===== config.mk =====
export PLATFORM = sky130hd
export DESIGN_NAME = ser7_tx
export DESIGN_NICKNAME = d
export VERILOG_FILES = /design/src/rtl/ser7_pkg.sv /design/src/rtl/ser7_lock_gate.sv /design/src/rtl/ser7_frame_ctl.sv /design/src/rtl/ser7_lane.sv /design/src/rtl/ser7_tx.sv
export SDC_FILE = /design/constraint.sdc
export NUM_CORES = 1
export LEC_CHECK = 0
export ABC_AREA = 1
export BUFFER_PORTS_ARGS = -buffer_cell sky130_fd_sc_hd__buf_2
export CORE_MARGIN = 3
export CORE_UTILIZATION = 53
export CTS_CLUSTER_DIAMETER = 40
export DETAILED_ROUTE_END_ITERATION = 8
export GPL_TIMING_DRIVEN = 0
export PLACE_DENSITY_LB_ADDON = 0.3
export SETUP_SLACK_MARGIN = 0.3
export SKIP_CTS_REPAIR_TIMING = 1
export SLEW_MARGIN = 0
export SYNTH_ARGS = -nofsm -noshare
export SYNTH_HDL_FRONTEND = slang
export SYNTH_HIERARCHICAL = 1
export SYNTH_SLANG_ARGS = --single-unit

===== constraint.sdc =====
create_clock -name clk_bit -period 1.4 [get_ports clk_bit]
set_clock_uncertainty 0.05 [all_clocks]
set_input_delay 0.07 -clock clk_bit [delete_from_list [all_inputs] [get_ports clk_bit]]
set_output_delay 0.07 -clock clk_bit [all_outputs]
set_load 0.01 [all_outputs]

===== src/rtl/ser7_pkg.sv =====
// Shared constants and types for the seven-to-one serializer.
// Assumes the serialization ratio is fixed at seven slots per frame.
package ser7_pkg;
    localparam int SLOTS  = 7;
    localparam int SLOT_W = $clog2(SLOTS);
    typedef logic [SLOT_W-1:0] slot_t;
endpackage


===== src/rtl/ser7_lock_gate.sv =====
// Lock-wait counter: counts bit clocks while power-down is released and
// reports when the settling interval has elapsed. Any power-down or reset
// restarts the count. Assumes LOCK_CYCLES >= 1.
module ser7_lock_gate #(
    parameter int LOCK_CYCLES = 1000
) (
    input  logic clk_bit,
    input  logic rst_n,
    input  logic pwr_n,
    output logic lock_done
);
    localparam int CW = $clog2(LOCK_CYCLES + 1);
    localparam logic [CW-1:0] LIMIT = CW'(LOCK_CYCLES);

    logic [CW-1:0] cnt;

    // Count up to the limit while powered, clear otherwise.
    always_ff @(posedge clk_bit) begin
        if (!rst_n || !pwr_n) cnt <= '0;
        else if (cnt != LIMIT) cnt <= cnt + 1'b1;
    end

    assign lock_done = (cnt == LIMIT);

    a_r9_restart: assert property (@(posedge clk_bit) disable iff (!rst_n)
        !pwr_n |=> (cnt == '0));
    a_r8_bounded: assert property (@(posedge clk_bit) disable iff (!rst_n)
        cnt <= LIMIT);
endmodule


===== src/rtl/ser7_frame_ctl.sv =====
// Frame control: samples the frame clock, finds its rising edge, keeps the
// slot counter and produces the per-frame load pulse and forwarded-clock
// bit. A load happens on a frame-clock rise or after slot 6, whichever
// comes first. Assumes frame_clk is synchronous to clk_bit.
module ser7_frame_ctl
    import ser7_pkg::*;
#(
    parameter int HIGH_SLOTS = 4
) (
    input  logic  clk_bit,
    input  logic  rst_n,
    input  logic  frame_clk,
    output logic  load,
    output slot_t slot,
    output logic  fwd
);
    localparam slot_t LAST = slot_t'(SLOTS - 1);
    localparam slot_t HIGH = slot_t'(HIGH_SLOTS);

    logic  fclk_q;
    logic  rise;
    slot_t slot_nx;

    assign rise    = frame_clk && !fclk_q;
    assign load    = rise || (slot == LAST);
    assign slot_nx = load ? '0 : slot + 1'b1;

    // Remember the previous frame-clock sample for edge detection.
    always_ff @(posedge clk_bit) begin
        if (!rst_n) fclk_q <= 1'b0;
        else        fclk_q <= frame_clk;
    end

    // Advance the slot counter and the forwarded-clock pattern.
    always_ff @(posedge clk_bit) begin
        if (!rst_n) begin
            slot <= LAST;
            fwd  <= 1'b0;
        end else begin
            slot <= slot_nx;
            fwd  <= (slot_nx < HIGH);
        end
    end

    a_r6_wrap: assert property (@(posedge clk_bit) disable iff (!rst_n)
        (slot == LAST) |=> (slot == '0));
    a_r4_fall: assert property (@(posedge clk_bit) disable iff (!rst_n)
        $fell(fwd) |-> (slot == HIGH));
    a_r2_rise: assert property (@(posedge clk_bit) disable iff (!rst_n)
        (frame_clk && !fclk_q) |=> (slot == '0 && fwd));
endmodule


===== src/rtl/ser7_lane.sv =====
// One serial data lane: on load, launch bit 0 of the lane's slice and keep
// the rest. Otherwise shift one bit out per bit clock, LSB first.
module ser7_lane
    import ser7_pkg::*;
(
    input  logic             clk_bit,
    input  logic             rst_n,
    input  logic             load,
    input  logic [SLOTS-1:0] bits,
    output logic             ser
);
    logic [SLOTS-2:0] sh;

    // Load a fresh slice or shift toward the output.
    always_ff @(posedge clk_bit) begin
        if (!rst_n) begin
            ser <= 1'b0;
            sh  <= '0;
        end else if (load) begin
            ser <= bits[0];
            sh  <= bits[SLOTS-1:1];
        end else begin
            ser <= sh[0];
            sh  <= {1'b0, sh[SLOTS-2:1]};
        end
    end

    a_r3_bit0: assert property (@(posedge clk_bit) disable iff (!rst_n)
        load |=> (ser == $past(bits[0])));
endmodule


===== src/rtl/ser7_tx.sv =====
// Seven-to-one multi-lane serializer top. Splits par_word into LANES
// slices of seven bits, serializes each on its own lane, forwards the
// frame clock on a separate lane, and idles all outputs during power-down
// and the lock wait that follows. Enable starts only at a frame boundary.
module ser7_tx
    import ser7_pkg::*;
#(
    parameter int LANES       = 3,
    parameter int LOCK_CYCLES = 1000,
    parameter int HIGH_SLOTS  = 4
) (
    input  logic                   clk_bit,
    input  logic                   rst_n,
    input  logic                   pwr_n,
    input  logic                   frame_clk,
    input  logic [LANES*SLOTS-1:0] par_word,
    output logic [LANES-1:0]       ser_data,
    output logic                   ser_fwd,
    output logic                   ser_en
);
    logic             load;
    slot_t            slot;
    logic             fwd;
    logic             lock_done;
    logic             en_q;
    logic [LANES-1:0] lane_bit;

    ser7_lock_gate #(.LOCK_CYCLES(LOCK_CYCLES)) u_lock (
        .clk_bit(clk_bit), .rst_n(rst_n), .pwr_n(pwr_n), .lock_done(lock_done)
    );

    ser7_frame_ctl #(.HIGH_SLOTS(HIGH_SLOTS)) u_frame (
        .clk_bit(clk_bit), .rst_n(rst_n), .frame_clk(frame_clk),
        .load(load), .slot(slot), .fwd(fwd)
    );

    for (genvar k = 0; k < LANES; k++) begin : g_lane
        ser7_lane u_lane (
            .clk_bit(clk_bit), .rst_n(rst_n), .load(load),
            .bits(par_word[k*SLOTS +: SLOTS]), .ser(lane_bit[k])
        );
    end

    // Turn the lanes on at the first frame start after lock.
    always_ff @(posedge clk_bit) begin
        if (!rst_n || !pwr_n)      en_q <= 1'b0;
        else if (lock_done && load) en_q <= 1'b1;
    end

    assign ser_en   = en_q && pwr_n;
    assign ser_data = lane_bit & {LANES{ser_en}};
    assign ser_fwd  = fwd && ser_en;

    a_r8_start: assert property (@(posedge clk_bit) disable iff (!rst_n)
        $rose(en_q) |-> (slot == '0));
    a_r8_locked: assert property (@(posedge clk_bit) disable iff (!rst_n)
        en_q |-> lock_done);
    a_r7_off: assert property (@(posedge clk_bit) disable iff (!rst_n)
        !pwr_n |=> !en_q);
endmodule


* Word-level counts from Yosys, hierarchy flattened
Index checks and enable logic that the tools add are counted.
Widths: inputs -> output; s select.
** Storage, ports and cells
- Output and inout port bits :: 5
- Register bits :: 37
- Input port bits :: 25
- Word-level logic and storage cells :: 38
** Operators by class
- Bitwise operators :: 1
- Magnitude comparators :: 1
- Reductions and logical operators :: 10
- Multiplexer cells :: 7
- Add/sub/neg operators :: 2
- Equality and inequality tests :: 3
** Operators with widths (number)
- $mux 5 :: 3
- $add 10x1->10 const B :: 1
- $eq 10x10->1 const B :: 1
- $ne 10x10->1 const B :: 1
- $logic_and 1x1->1 :: 4
- $add 3x1->3 const B :: 1
- $and 3x3->3 :: 1
- $eq 3x3->1 const B :: 1
- $logic_not 1->1 :: 3
- $lt 3x3->1 const B :: 1
- $mux 1 :: 3
- $mux 3 :: 1
- $logic_or 1x1->1 :: 2
- $reduce_and 2->1 :: 1

* Depth between registers and ports, before layout
- Word-level depth :: 5
- Gate-level depth with buffers :: 8
- Gate-level depth less buffers :: 8

* By module
The synthesis kept the hierarchy.
** By module, submodules not included
- ser7_lane :: seq. area each 140.1 um^2, cells each 39, times used 3, area each 270.3 um^2
- ser7_lock_gate :: seq. area each 200.2 um^2, cells each 77, times used 1, area each 539.3 um^2
- ser7_frame_ctl :: seq. area each 100.1 um^2, cells each 25, times used 1, area each 216.5 um^2
- ser7_tx :: seq. area each 20.0 um^2, cells each 15, times used 1, area each 80.1 um^2

* Least setup slack after synthesis
Ideal clock, no wire load.
- Path type :: register to register
- Start point :: register u_frame.slot[0]
- End point :: register g_lane[0].u_lane.ser
- Path buffers :: 1
- Stages on the path, launching flop included :: 8
- Period minus slack after synthesis :: 1.223 ns
- Setup time :: 0.113 ns
- Arrival :: 1.060 ns
- Data required time :: 1.237 ns
- Setup slack :: 0.177 ns
- Path through :: dfxtp_1 inv_1 ha_1 nand2_2 nand2_4 buf_6 nor2_1 nor2_1
** On the way
- Cells in the longest elaborated chain, start to end :: 3
** Ends and longest elaborated chain
- from (decl) :: line ser7_frame_ctl.sv:14 : output slot_t slot,
- from (signal assigned) :: line ser7_frame_ctl.sv:40 : slot <= slot_nx;
- $eq 3x3->1 :: line ser7_frame_ctl.sv:25 : assign load = rise || (slot == LAST);
- $logic_or 1x1->1 :: line ser7_frame_ctl.sv:25
- via load :: line ser7_tx.sv:21 : logic load;
- $mux 1 :: line ser7_lane.sv:19 : end else if (load) begin
- to (signal assigned) :: line ser7_lane.sv:20 : ser <= bits[0];
- to (signal assigned) :: line ser7_lane.sv:23 : ser <= sh[0];
- to (decl) :: line ser7_lane.sv:10 : output logic ser
The timed path passes the listed nets, and every way through them passes these cells.
A chain may end at the register's enable or synchronous reset.

* Final worst setup path
- Start point :: register u_frame.slot[0]
- End point :: register g_lane[2].u_lane.sh[3]
** On the way
- Cells in the longest elaborated chain, start to end :: 3
** Ends and longest elaborated chain
- $eq 3x3->1 :: line ser7_frame_ctl.sv:25
- $logic_or 1x1->1 :: line ser7_frame_ctl.sv:25
- via load :: line ser7_tx.sv:21
- $mux 5 :: line ser7_lane.sv:19
- to (signal assigned) :: line ser7_lane.sv:21 : sh <= bits[SLOTS-1:1];
- to (signal assigned) :: line ser7_lane.sv:24 : sh <= {1'b0, sh[SLOTS-2:1]};
- to (decl) :: line ser7_lane.sv:12 : logic [SLOTS-2:0] sh;
The timed path passes the listed nets, and every way through them passes these cells.

==> metrics.cfg <==
[logic_synthesis]
yosysWarningCount = 6
netlist_area_sq_mm = 0.00165
avgSynthCellArea_sq_um = 7.04
yosysTopAreaCell = dfxtp_1
syn-num-nets = 263
synth_cell_types = 22
synthTopCellsByArea = dfxtp_1 (45%), nand2_1 (14%), nor2_1 (11%)
syn_inst = 234
ys_seq_area_share_pct = 45.0
synth_top_cell_area_share_pct = 45.0
ys_ff_latch = 37

[global_route]
grt_use_met1_pct = 21.8
grtUsageMet3_pct = 8.06
grt_first_pass_wirelength_um = 4800
grtUsageTotal_pct = 17.4
grt_antenna_before_repair = 0
grt_util_met2_pct = 26.3
gr-total-overflow = 0
grt_pass1_vias = 1162
grt.busiest_layer = met2
grt_max_degree = 28

[job]
max-cap-violations = 0

[sta]
slew_violations = 0
fin_hold_ws_ns = -0.0304
fin_crit_ns = 1.26
post-route-period-util_pct = 89.8
hold_viol = 3
setup_tns_ns = 0
max_freq_mhz = 796
rsz0062_at_grt = yes
maxSlewHeadroom_pct = 68.0
worstMarginPinSlew_ns = 0.480
setup_violations = 0

[route]
viasPerCell = 4.73
num_vias = 1575
finalWirelength_um = 3760
first_pass_iters = 4
drt_iter0_markers = 81
routedWlPerCell_um = 11.3
antenna_left = 0
drc = 0

[setup_path]
startpoint_type = flip-flop
path_class = reg -> reg
critPathMaxFanout = 7
end_kind = flip-flop
cp.arrival_ns = 1.48
required_ns = 1.63

[floorplan]
start_util_pct = 57.7
io_pins = 30
core_area_sq_mm = 0.00285
fp.dieH_um = 61.7
die_w_um = 61.7
dieArea_sq_mm = 0.00381
row_count = 19

[outcome]
status = finished with violations
violations = negative hold slack

[finish]
layout-drive-gt1-share_pct = 31.5
nNetsFinal = 331
syn_to_final_growth_pct = 45.4
antenna_cells = 0
final_cell_mix = nand2_1 (57), nor2_1 (42), inv_1 (40)
nFillCells = 168
final_common_cell = nand2_1
final_cells = 333
design_area_sq_mm = 0.00239

[pwr]
intPower_uw = 1640
p_switching_uw = 622
power_leakage_uw = 0.00120
p_per_area_mw_per_mm2 = 943
max-vdd-ir-drop_mv = 0.753
seqPwrFrac_pct = 52.0
combPwrFrac_pct = 22.9
p_clk_share_pct = 25.1
switching_share_pct = 27.5

[placed_design]
dp_cells = 294
gp_congestion = 0.773
hpwl_um = 2020
dpl_cell_area_sq_mm = 0.00187
port_buffers = 29

[cts]
path_clk_slew_ns = 0.10
cts_tree = built
numCtsBuffers = 5
htreeDepth = 2
cts.sinks = 37
clock_latency_ns = 0.34
cts-root-buf = clkbuf_4
clockBufferDepth = 2

[worst_hold_path]
min_path_type = in -> reg

-- area by class of cell --
class                   instances  area (sq um)  area share (%)
multi-input cells             150           860            35.9
flip-flops and latches         37           758            31.7
repair buffers                 60           463            19.3
inverters                      45           174            7.27
clock buffers                   7          55.1            2.30
plain buffers                   3          45.0            1.88
well taps                      31          38.8            1.62
-- metal layers --
layer | part of all wire (%) | up-vias | wire, um
li1 | - | 827 | -
met1 | 45 | 699 | 1690
met2 | 49 | 44 | 1840
met3 | 4.9 | 5 | 184
met4 | 1.2 | 0 | 45
met5 | 0 | - | 0
-- kinds of logic after synthesis --
group / after synthesis / synth area share, %
AND/OR/NAND/NOR: 133 / 35.2
buffers and inverters: 48 / 12.3
AO/OA/AOI/OAI: 10 / 3.42
flip-flops: 37 / 45.0
adder cells (fa/ha/maj): 4 / 3.04
XOR/XNOR: 2 / 1.06
-- cells in the mapped netlist (all sizes together) --
| cell type | count |
|---|---|
| nand2 | 65 |
| nor2 | 54 |
| inv | 45 |
| dfxtp | 37 |
| a21oi | 6 |
| nand3 | 6 |
| ha | 4 |
| and3 | 3 |
| buf | 3 |
| nand4 | 3 |
| o21ai | 3 |
| nor3 | 2 |
| xnor2 | 2 |
| o21a | 1 |
-- power groups by stage --
stage / Clock (uW) / Combinational (uW) / Sequential (uW)
after floorplan: 0 / 237 / 1190
after global placement: 0 / 312 / 1190
after detailed placement: 0 / 320 / 1190
after CTS: 582 / 322 / 1170
after global routing: 629 / 579 / 1180
final: 566 / 516 / 1170
-- path summary, 6_finish.rpt --
path,to,slack [ns],from,depth (start not counted)
setup reg to reg,g_lane[2].u_lane/sh[3],0.14,u_frame/slot[0],8
setup / recovery,g_lane[2].u_lane/sh[3],0.14,u_frame/slot[0],8
hold reg to reg,g_lane[0].u_lane/sh[3],0.41,g_lane[0].u_lane/sh[4],2
hold / removal,g_lane[2].u_lane/ser,-0.03,par_word[14],5
-- critical path, stage by stage (launching register included) --
cell and delay (ns):
dfxtp_2 0.37, inv_2 0.05, ha_4 0.17, nand2_8 0.09, nand2_8 0.09, buf_4 0.17
nand2_1 0.06, nand2_1 0.05, nor2_1 0.10
-- registers in the layout, summed over array words and instances, names as in the netlist --
register and count:
en_q 1, g_lane.u_lane/ser 3, g_lane.u_lane/sh 18, u_frame/fclk_q 1, u_frame/fwd 1, u_frame/slot 3, u_lock/cnt 10
-- per-stage QoR --
| stage | hold WS [ns] | total power, uW | utilization, % | worst slack (ns) |
|---|---|---|---|---|
| finish | -0.0304 | 2260 | 83.9 | 0.143 |
| global route | 0.00184 | 2390 | 83.9 | 0.0582 |
| CTS | -0.126 | 2070 | 67.5 | 0.104 |
| detailed placement | 0.227 | 1510 | 65.6 | 0.121 |
| global placement | 0.221 | 1510 | 65.6 | 0.142 |
| floorplan | 0.0999 | 1430 | - | 0.269 |
Power figures use the tool's default switching activity.
